## src/rtl/dbp_pkg.sv

```systemverilog
package dbp_pkg;
  localparam int LANES  = 4;
  localparam int DATA_W = 32;

  localparam logic [1:0] SZ_BYTE = 2'd0;
  localparam logic [1:0] SZ_HALF = 2'd1;
  localparam logic [1:0] SZ_WORD = 2'd2;

  // number of bytes in a beat of the given size code
  function automatic logic [2:0] size_bytes(logic [1:0] sz);
    case (sz)
      SZ_BYTE: return 3'd1;
      SZ_HALF: return 3'd2;
      default: return 3'd4;
    endcase
  endfunction

  // align low address bits down to the beat size
  function automatic logic [1:0] align_addr(logic [1:0] a, logic [1:0] sz);
    case (sz)
      SZ_BYTE: return a;
      SZ_HALF: return {a[1], 1'b0};
      default: return 2'b00;
    endcase
  endfunction

  // lane carrying the byte at a given low address
  function automatic logic [1:0] lane_of(logic big, logic [1:0] byte_addr);
    return big ? ~byte_addr : byte_addr;
  endfunction

  // largest beat that fits in the bytes held, capped by the configured size
  function automatic logic [1:0] fit_size(int avail, logic [1:0] sz);
    if (avail >= int'(size_bytes(sz))) return (sz == 2'd3) ? SZ_WORD : sz;
    else if (avail >= 2)              return SZ_HALF;
    else                              return SZ_BYTE;
  endfunction
endpackage

```

## src/rtl/dbp_lane_unpack.sv

```systemverilog
module dbp_lane_unpack
  import dbp_pkg::*;
(
  input  logic [DATA_W-1:0]     bus_data,
  input  logic [1:0]            sz,
  input  logic                  big,
  input  logic [1:0]            addr,
  output logic [LANES-1:0][7:0] bytes_o,
  output logic [2:0]            nbytes_o
);
  logic [1:0] base;

  assign base     = align_addr(addr, sz);
  assign nbytes_o = size_bytes(sz);

  for (genvar k = 0; k < LANES; k++) begin : g_byte
    logic [1:0] ln;
    assign ln         = lane_of(big, base + 2'(k));
    assign bytes_o[k] = bus_data[{ln, 3'b000} +: 8];
  end
endmodule

```

## src/rtl/dbp_lane_pack.sv

```systemverilog
module dbp_lane_pack
  import dbp_pkg::*;
(
  input  logic [LANES-1:0][7:0] bytes_i,
  input  logic [1:0]            sz,
  input  logic                  big,
  input  logic [1:0]            addr,
  output logic [DATA_W-1:0]     data_o,
  output logic [LANES-1:0]      strb_o
);
  logic [1:0] base;
  logic [2:0] nb;
  logic [1:0] ln;

  assign base = align_addr(addr, sz);
  assign nb   = size_bytes(sz);

  always_comb begin
    data_o = '0;
    strb_o = '0;
    ln     = '0;
    for (int k = 0; k < LANES; k++) begin
      if (k < int'(nb)) begin
        ln = lane_of(big, base + 2'(k));
        data_o[{ln, 3'b000} +: 8] = bytes_i[k];
        strb_o[ln] = 1'b1;
      end
    end
  end
endmodule

```

## src/rtl/dbp_byte_fifo.sv

```systemverilog
module dbp_byte_fifo
  import dbp_pkg::*;
#(
  parameter int DEPTH = 8,
  parameter int CNT_W = $clog2(DEPTH + 1)
) (
  input  logic                  clk,
  input  logic                  rst,
  input  logic [2:0]            push_n,
  input  logic [LANES-1:0][7:0] push_bytes,
  input  logic [2:0]            pop_n,
  output logic [LANES-1:0][7:0] head,
  output logic [CNT_W-1:0]      count
);
  logic [7:0]       mem_q [DEPTH];
  logic [7:0]       mem_d [DEPTH];
  logic [CNT_W-1:0] count_q;
  logic [CNT_W-1:0] count_d;

  // shift out the popped bytes, then append the pushed ones after the survivors
  always_comb begin
    int base;
    base = int'(count_q) - int'(pop_n);
    for (int i = 0; i < DEPTH; i++) begin
      if (i + int'(pop_n) < DEPTH) mem_d[i] = mem_q[i + int'(pop_n)];
      else                         mem_d[i] = '0;
      for (int k = 0; k < LANES; k++) begin
        if (k < int'(push_n) && base + k == i) mem_d[i] = push_bytes[k];
      end
    end
  end

  assign count_d = count_q + CNT_W'(push_n) - CNT_W'(pop_n);

  always_ff @(posedge clk) begin
    if (rst) begin
      count_q <= '0;
      for (int i = 0; i < DEPTH; i++) mem_q[i] <= '0;
    end else begin
      count_q <= count_d;
      for (int i = 0; i < DEPTH; i++) mem_q[i] <= mem_d[i];
    end
  end

  for (genvar k = 0; k < LANES; k++) begin : g_head
    assign head[k] = mem_q[k];
  end

  assign count = count_q;
endmodule

```

## src/rtl/dma_byte_packer.sv

```systemverilog
module dma_byte_packer
  import dbp_pkg::*;
#(
  parameter  int BUF_BYTES = 8,
  localparam int CNT_W     = $clog2(BUF_BYTES + 1)
) (
  input  logic              clk,
  input  logic              rst,
  input  logic [1:0]        src_size,
  input  logic              src_big,
  input  logic [1:0]        src_addr,
  input  logic              in_valid,
  output logic              in_ready,
  input  logic [DATA_W-1:0] in_data,
  input  logic [1:0]        dst_size,
  input  logic              dst_big,
  input  logic [1:0]        dst_addr,
  input  logic              flush,
  output logic              out_valid,
  input  logic              out_ready,
  output logic [DATA_W-1:0] out_data,
  output logic [LANES-1:0]  out_strb,
  output logic [1:0]        out_size,
  output logic [CNT_W-1:0]  level
);
  logic [LANES-1:0][7:0] src_bytes;
  logic [LANES-1:0][7:0] head_bytes;
  logic [2:0]            src_n;
  logic [2:0]            dst_n;
  logic                  room_ok;
  logic                  full_beat;
  // named events for the checker
  logic                  push_fire;
  logic                  pop_fire;
  logic [2:0]            push_n;
  logic [2:0]            pop_n;

  dbp_lane_unpack u_unpack (
    .bus_data (in_data),
    .sz       (src_size),
    .big      (src_big),
    .addr     (src_addr),
    .bytes_o  (src_bytes),
    .nbytes_o (src_n)
  );

  assign dst_n     = size_bytes(dst_size);
  assign room_ok   = (int'(level) + int'(src_n)) <= BUF_BYTES;
  assign full_beat = int'(level) >= int'(dst_n);

  assign in_ready  = !flush && room_ok;
  assign out_valid = full_beat || (flush && (level != '0));
  assign out_size  = fit_size(int'(level), dst_size);

  assign push_fire = in_valid && in_ready;
  assign pop_fire  = out_valid && out_ready;
  assign push_n    = push_fire ? src_n : 3'd0;
  assign pop_n     = pop_fire ? size_bytes(out_size) : 3'd0;

  dbp_byte_fifo #(
    .DEPTH (BUF_BYTES),
    .CNT_W (CNT_W)
  ) u_fifo (
    .clk        (clk),
    .rst        (rst),
    .push_n     (push_n),
    .push_bytes (src_bytes),
    .pop_n      (pop_n),
    .head       (head_bytes),
    .count      (level)
  );

  dbp_lane_pack u_pack (
    .bytes_i (head_bytes),
    .sz      (out_size),
    .big     (dst_big),
    .addr    (dst_addr),
    .data_o  (out_data),
    .strb_o  (out_strb)
  );
endmodule

```

## config.mk

```make
export PLATFORM = sky130hd
export DESIGN_NAME = dma_byte_packer
export DESIGN_NICKNAME = d
export VERILOG_FILES = /design/src/rtl/dbp_pkg.sv /design/src/rtl/dbp_lane_unpack.sv /design/src/rtl/dbp_lane_pack.sv /design/src/rtl/dbp_byte_fifo.sv /design/src/rtl/dma_byte_packer.sv
export SDC_FILE = /design/constraint.sdc
export NUM_CORES = 1
export LEC_CHECK = 0
export ABC_AREA = 1
export BUFFER_PORTS_ARGS = -buffer_cell sky130_fd_sc_hd__buf_2
export CORE_MARGIN = 10
export CORE_UTILIZATION = 30
export DETAILED_ROUTE_END_ITERATION = 10
export PLACE_DENSITY_LB_ADDON = 0.12
export SLEW_MARGIN = 20
export SYNTH_ARGS = -nofsm -noshare
export SYNTH_HDL_FRONTEND = slang
export SYNTH_SLANG_ARGS = --single-unit
```

## constraint.sdc

```tcl
create_clock -name clk -period 7.6 [get_ports clk]
set_input_delay 1.52 -clock clk [delete_from_list [all_inputs] [get_ports clk]]
set_output_delay 1.52 -clock clk [all_outputs]
set_load 0.005 [all_outputs]
```

# Yosys cells after proc, flatten, opt, wreduce, memory -nomap -nowiden
# Memory sizes are Yosys's and may differ from the RTL's.
# Cells that the tools add are included.
[word_totals]
register_bits = 4
rom_bits = 0
in_bits = 47
latch_bits = 0
output_inout_bits = 44
wordCells = 255
mem_count = 1
ramBits = 64
[memory_table]
columns = ["memory", "depth", "width", "rd", "rd_ports_with_merged_regs", "write_ports", "line_no", "rtl"]
rows = [
  ["u_fifo.mem_q", 8, 8, 12, 0, 8, "dbp_byte_fifo.sv:15", "logic [7:0] mem_q [DEPTH];"],
]
[classes]
n_reduce_logical = 50
n_eq_ne = 32
mux = 88
multipliers = 0
bitwise = 20
shift = 12
addsub = 24
div = 0
magnitude_cmp = 27
[op_table]
columns = ["op", "count"]
rows = [
  ["$eq 32x4->1 const B", 16],
  ["$mux 8", 48],
  ["$eq 32x3->1 const B", 8],
  ["$lt 32x5->1 const B", 7],
  ["$eq 32x2->1 const B", 4],
  ["$logic_not 32->1", 4],
  ["$mux 32", 4],
  ["$shift 8x7->32 const A", 4],
  ["$shiftx 32x6->8", 4],
  ["$shiftx 8x7->32", 4],
  ["$bwmux 32", 3],
  ["$add 32x3->32 const B", 2],
  ["$logic_and 1x1->1", 40],
  ["$add 32x2->32 const B", 1],
  ["$and 32x32->32", 1],
  ["$neg 5->7", 4],
  ["$mux 2", 10],
  ["$pmux 3 s2", 3],
  ["$add 3x3->4 const A", 4],
  ["$mux 4", 4],
  ["$not 2->2", 8],
  ["$lt 1x3->1 const A", 4],
  ["$lt 2x3->1 const A", 4],
  ["$lt 2x3->1 const B", 4],
  ["other kinds (25)", 58],
]

# Longest topological paths before layout
[depth]
ltp_word = 19
ltp_mapped = 38
depth_no_buf = 37

# By module
# Synthesis repeated with hierarchy kept, for this count alone.
[unflattened]
hier_cells = 2517
area_unflattened_um2 = 13017.5
[modules_own_cells]
columns = ["mod", "n_inst", "area_each_um2", "seq_area_each_um2", "cells_each"]
rows = [
  ["dbp_byte_fifo", 1, 8856.0, 1361.3, 1689],
  ["dbp_lane_pack", 1, 2675.1, 0.0, 518],
  ["dbp_lane_unpack", 1, 1132.3, 0.0, 247],
  ["dma_byte_packer", 1, 354.1, 0.0, 63],
]

# Worst setup path before layout
# OpenSTA, ideal clock, no wires.
[synth_timing]
path_kind = "input port to output port"
start = "input dst_size[1]"
end = "output out_data[14]"
n_path_buf = 0
path_stages = 21
slack_ns = 1.097
t_arrival_ns = 4.983
required_time_ns = 6.080
cell_sequence = "inv_1 > nand2_1 > ha_1 > nand2_1 > inv_1 > nand2_1 > nand3_2 > nand2_1 > nand2_2 > nand2_2 > ha_1 > nor2_1 > nand2_1 > xor2_1 > xor2_1 > inv_1 > ha_1 > nor2_1 > inv_1 > nor2_1 > a32o_1"
[synth_between]
elab_chain_len = 18
elab_cells_between_ends = 46
classes_between = "add/sub: 7; order compare: 5; eq/ne: 3; shift: 8; mux: 16; bitwise: 5; reduce/logical: 2"
[synth_rtl]
columns = ["item", "line_no", "rtl"]
rows = [
  ["from (decl)", "dma_byte_packer.sv:15", "input logic [1:0] dst_size,"],
  ["$eq 2x1->1 / $logic_not 2->1 (equally long branches)", "dbp_pkg.sv:11", "case (sz)"],
  ["$pmux 3 s2", "dbp_pkg.sv:11", ""],
  ["$ge 4x3->1", "dbp_pkg.sv:34", "if (avail >= int'(size_bytes(sz))) return (sz == 2'd3) ? SZ_WORD : sz;"],
  ["$mux 2 (*)", "dbp_pkg.sv:34", ""],
  ["branches (longest 13 deep; another with $neg 5->7)", "-", ""],
  ["$mux 32 (*)", "dbp_lane_pack.sv:23", "if (k < int'(nb)) begin"],
  ["to (decl)", "dma_byte_packer.sv:21", "output logic [DATA_W-1:0] out_data,"],
]
# Mark *: on every way between the ends.

# Final worst setup path
[layout_timing]
start = "input dst_size[1]"
end = "output out_data[23]"
# The elaborated chain is that of the path after synthesis.

==> qor.csv <==
stage;metric;value;unit
sta;TNS Setup;0;ns
floorplanning;Initial Util;0.304;
sta;RSZ-0062 raised after global routing;false;
floorplanning;Top Ports;91;
place;Final HPWL DP;52500;microns
routing;Post-DRT Antenna Nets;0;
global_routing;largest net degree at the start of global routing;64;
synth;post-synth net total;2492;
routing;routed vias/inst;5.46;
critical_path;Req. time, crit path;6.08;ns
sta;worst setup margin;0.549;ns
finish;commonest non-fill, non-tap cells in the layout;nand2_1 (764), nand3_1 (341), inv_1 (329);
place;Setup WS pre-CTS;0.420;ns
global_routing;grt ovf;0;
hold_path;Hold Startpoint;u_fifo.mem_q[7][1];
synth;Yosys cell types;59;
floorplanning;die area;0.0500;sq mm
place;PortBufs;90;
global_routing;vias in the first global route;15000;
critical_path;Setup crit end kind;output port;
hold_path;Worst Hold Depth;4;
place;GPL Wtd Cong;0.998;
floorplanning;chip height;224;microns
synth;asr flop ratio synth;0;
place;Area after DPL;0.0134;sq mm
routing;Detailed Route Iter0 Violations;1844;
global_routing;antenna violations before repair;0;
critical_path;Crit Reg-Reg Startpoint;u_fifo.count[2];
synth;Post-Syn Area;0.0124;sq mm
critical_path;Data arrival, critical path;5.53;ns
finish;layout cells sized above 1;0.0944;
finish;commonest non-fill, non-tap cell in the layout;nand2_1;
critical_path;Crit. Startpoint;dst_size[1];
critical_path;Max FO, Critical Path;7;
hold_path;worst min-delay path class;flip-flop to flip-flop;
sta;Period minus WS final;7.05;ns
global_routing;Total Routing Usage GR;0.253;
cts;TritonCTS clock tree;done;
cts;Clock Sinks;68;
finish;Finished Cell Area;0.0137;sq mm
sta;relative slew slack;0.181;
critical_path;Reg2Reg Depth;36;
floorplanning;Die W;224;microns
cts;Root Driver;clkbuf_16;
synth;Post-synth EDFFs;0;
sta;final setup fails;0;
cts;worst-skew pair later-pin latency;0.37;ns
cts;CTS Buffer Depth;2;
global_routing;first-pass GRT wire length;97600;microns
sta;final hold violation count;0;
routing;routed via count;16100;
critical_path;worst reg2reg setup slack;1.84;ns
floorplanning;Cell Rows;74;
sta;final setup skew;0.0111;ns
sta;Final period util;0.928;
routing;Routed WL per cell;22.3;microns
routing;Residual DRC;0;
place;placed cells;2941;
finish;n_diodes;0;
cts;H-tree lvl count;3;
run;maxcap violations;0;
status;outcome;completed;
sta;Final Slew Violations;0;
routing;drt pass-1 iters;6;
synth;Main synth FF type;dfxtp_1;
synth;yosys warns;0;
synth;Mapped Cells;2373;
finish;# nets final;2539;
critical_path;critical path type;primary input to output port;
sta;fmax;0.142;GHz
routing;Routed WL;65900;microns
synth;part of the Yosys area used for sequential elements;0.109;
sta;Worst-Margin Slew;1.22;ns
cts;clock slew at reported path FFs;0.07;ns
finish;Synth-to-Final Area Change;10.4;%
cts;Num CTS Buffers;9;
critical_path;Startpoint Class;primary input;
synth;flip-flop and latch count after synthesis;68;
synth;Post-Synthesis Mean Instance Area;5.25;sq um
floorplanning;Core Footprint;0.0409;sq mm
finish;Cell Count, Final, Fillers Out;2957;
routing by layer:
layer / vias to the layer above / GRT usage / part of all wire
li1: 7770 / - / -
met5: - / 0 / 0
met3: 131 / 0.0398 / 0.082
met2: 734 / 0.407 / 0.45
met1: 7509 / 0.331 / 0.43
met4: 0 / 0.105 / 0.039
final timing paths:
path	end
setup / recovery	out_data[23]
hold / removal	u_fifo.mem_q[7][1]
setup reg to reg	u_fifo.mem_q[3][4]
hold reg to reg	u_fifo.mem_q[7][1]
metrics by stage:
stage	hold WS (ns)	util
final	0.551	0.336
after global routing	0.566	0.336
after global placement	0.536	0.328
after floorplan	0.503	-
after detailed placement	0.532	0.328
after CTS	0.546	0.335
cell usage after synthesis (4+ instances only):
cell | number | area (sq um)
a21boi_1 | 4 | 30.0
a21oi_1 | 104 | 521
a21oi_2 | 5 | 43.8
a31oi_1 | 4 | 25.0
buf_2 | 38 | 190
buf_4 | 4 | 30.0
buf_6 | 5 | 56.3
clkbuf_1 | 40 | 150
clkinv_1 | 4 | 15.0
dfxtp_1 | 68 | 1360
fa_1 | 5 | 100
ha_1 | 67 | 838
inv_1 | 332 | 1250
inv_2 | 15 | 56.3
nand2_1 | 764 | 2870
nand2_2 | 7 | 43.8
nand3_1 | 342 | 1710
nand3_2 | 9 | 90.1
nand3b_1 | 6 | 45.0
nand4_1 | 14 | 87.6
nor2_1 | 137 | 514
nor2_2 | 17 | 106
nor2_4 | 4 | 45.0
nor3_1 | 16 | 80.1
o211ai_1 | 8 | 60.1
o21a_1 | 11 | 82.6
o21ai_0 | 201 | 1010
o21ai_1 | 59 | 295
o21ai_2 | 5 | 43.8
o22ai_1 | 9 | 56.3
o31ai_1 | 13 | 97.6
or2_2 | 4 | 25.0
xor2_1 | 11 | 96.3
repair_timing:
action                     in CTS  in global routing
buffers inserted                0                  0
hold buffers                    0                  0
setup endpoints to repair       0                 15
gates resized for setup         0                  5
state kept, by name, summed over array words and instances, names as in the netlist:
register      flops
u_fifo.count      4
u_fifo.mem_q     64
worst max-delay path, cell delays in order:
cell and delay [ns]:
buf_2 0.12, inv_1 0.07, nand2_1 0.09, ha_1 0.31, nand2_1 0.05, inv_1 0.04
nand2_1 0.09, nand3_2 0.14, nand2_1 0.08, nand2_2 0.14, nand2_2 0.14, ha_1 0.24
nor2_1 0.22, nand3_2 0.19, inv_2 0.13, nand2_1 0.08, nand2_1 0.23, ha_1 0.32
nor2_1 0.39, inv_1 0.18, nor3_2 0.30, a22oi_1 0.15, o21ai_1 0.16, buf_2 0.14
area by class of cell:
cell class / instances / area (sq um)
fillers: 4797 / 27200
flip-flops and latches: 68 / 1360
inverters: 351 / 1320
clock inverters: 6 / 71.3
clock buffers: 10 / 239
multi-input cells: 1865 / 9370
well taps: 532 / 666
repair buffers: 125 / 713
cell families (layout without fill, tap and decap cells):
| group | after synthesis | after routing | synth area share |
|---|---|---|---|
| and+or+nand+nor | 1340 | 1340 | 0.468 |
| buffers and inverters | 440 | 492 | 0.141 |
| xor gates and xnor gates | 17 | 17 | 0.0153 |
| adders and majority gates | 72 | 72 | 0.0754 |
| AOI/OAI and AO/OA | 436 | 436 | 0.191 |
| DFF | 68 | 68 | 0.109 |
Power is not shown: default switching activity piles up to over one toggle a cycle in this logic, so the estimate is an artifact.
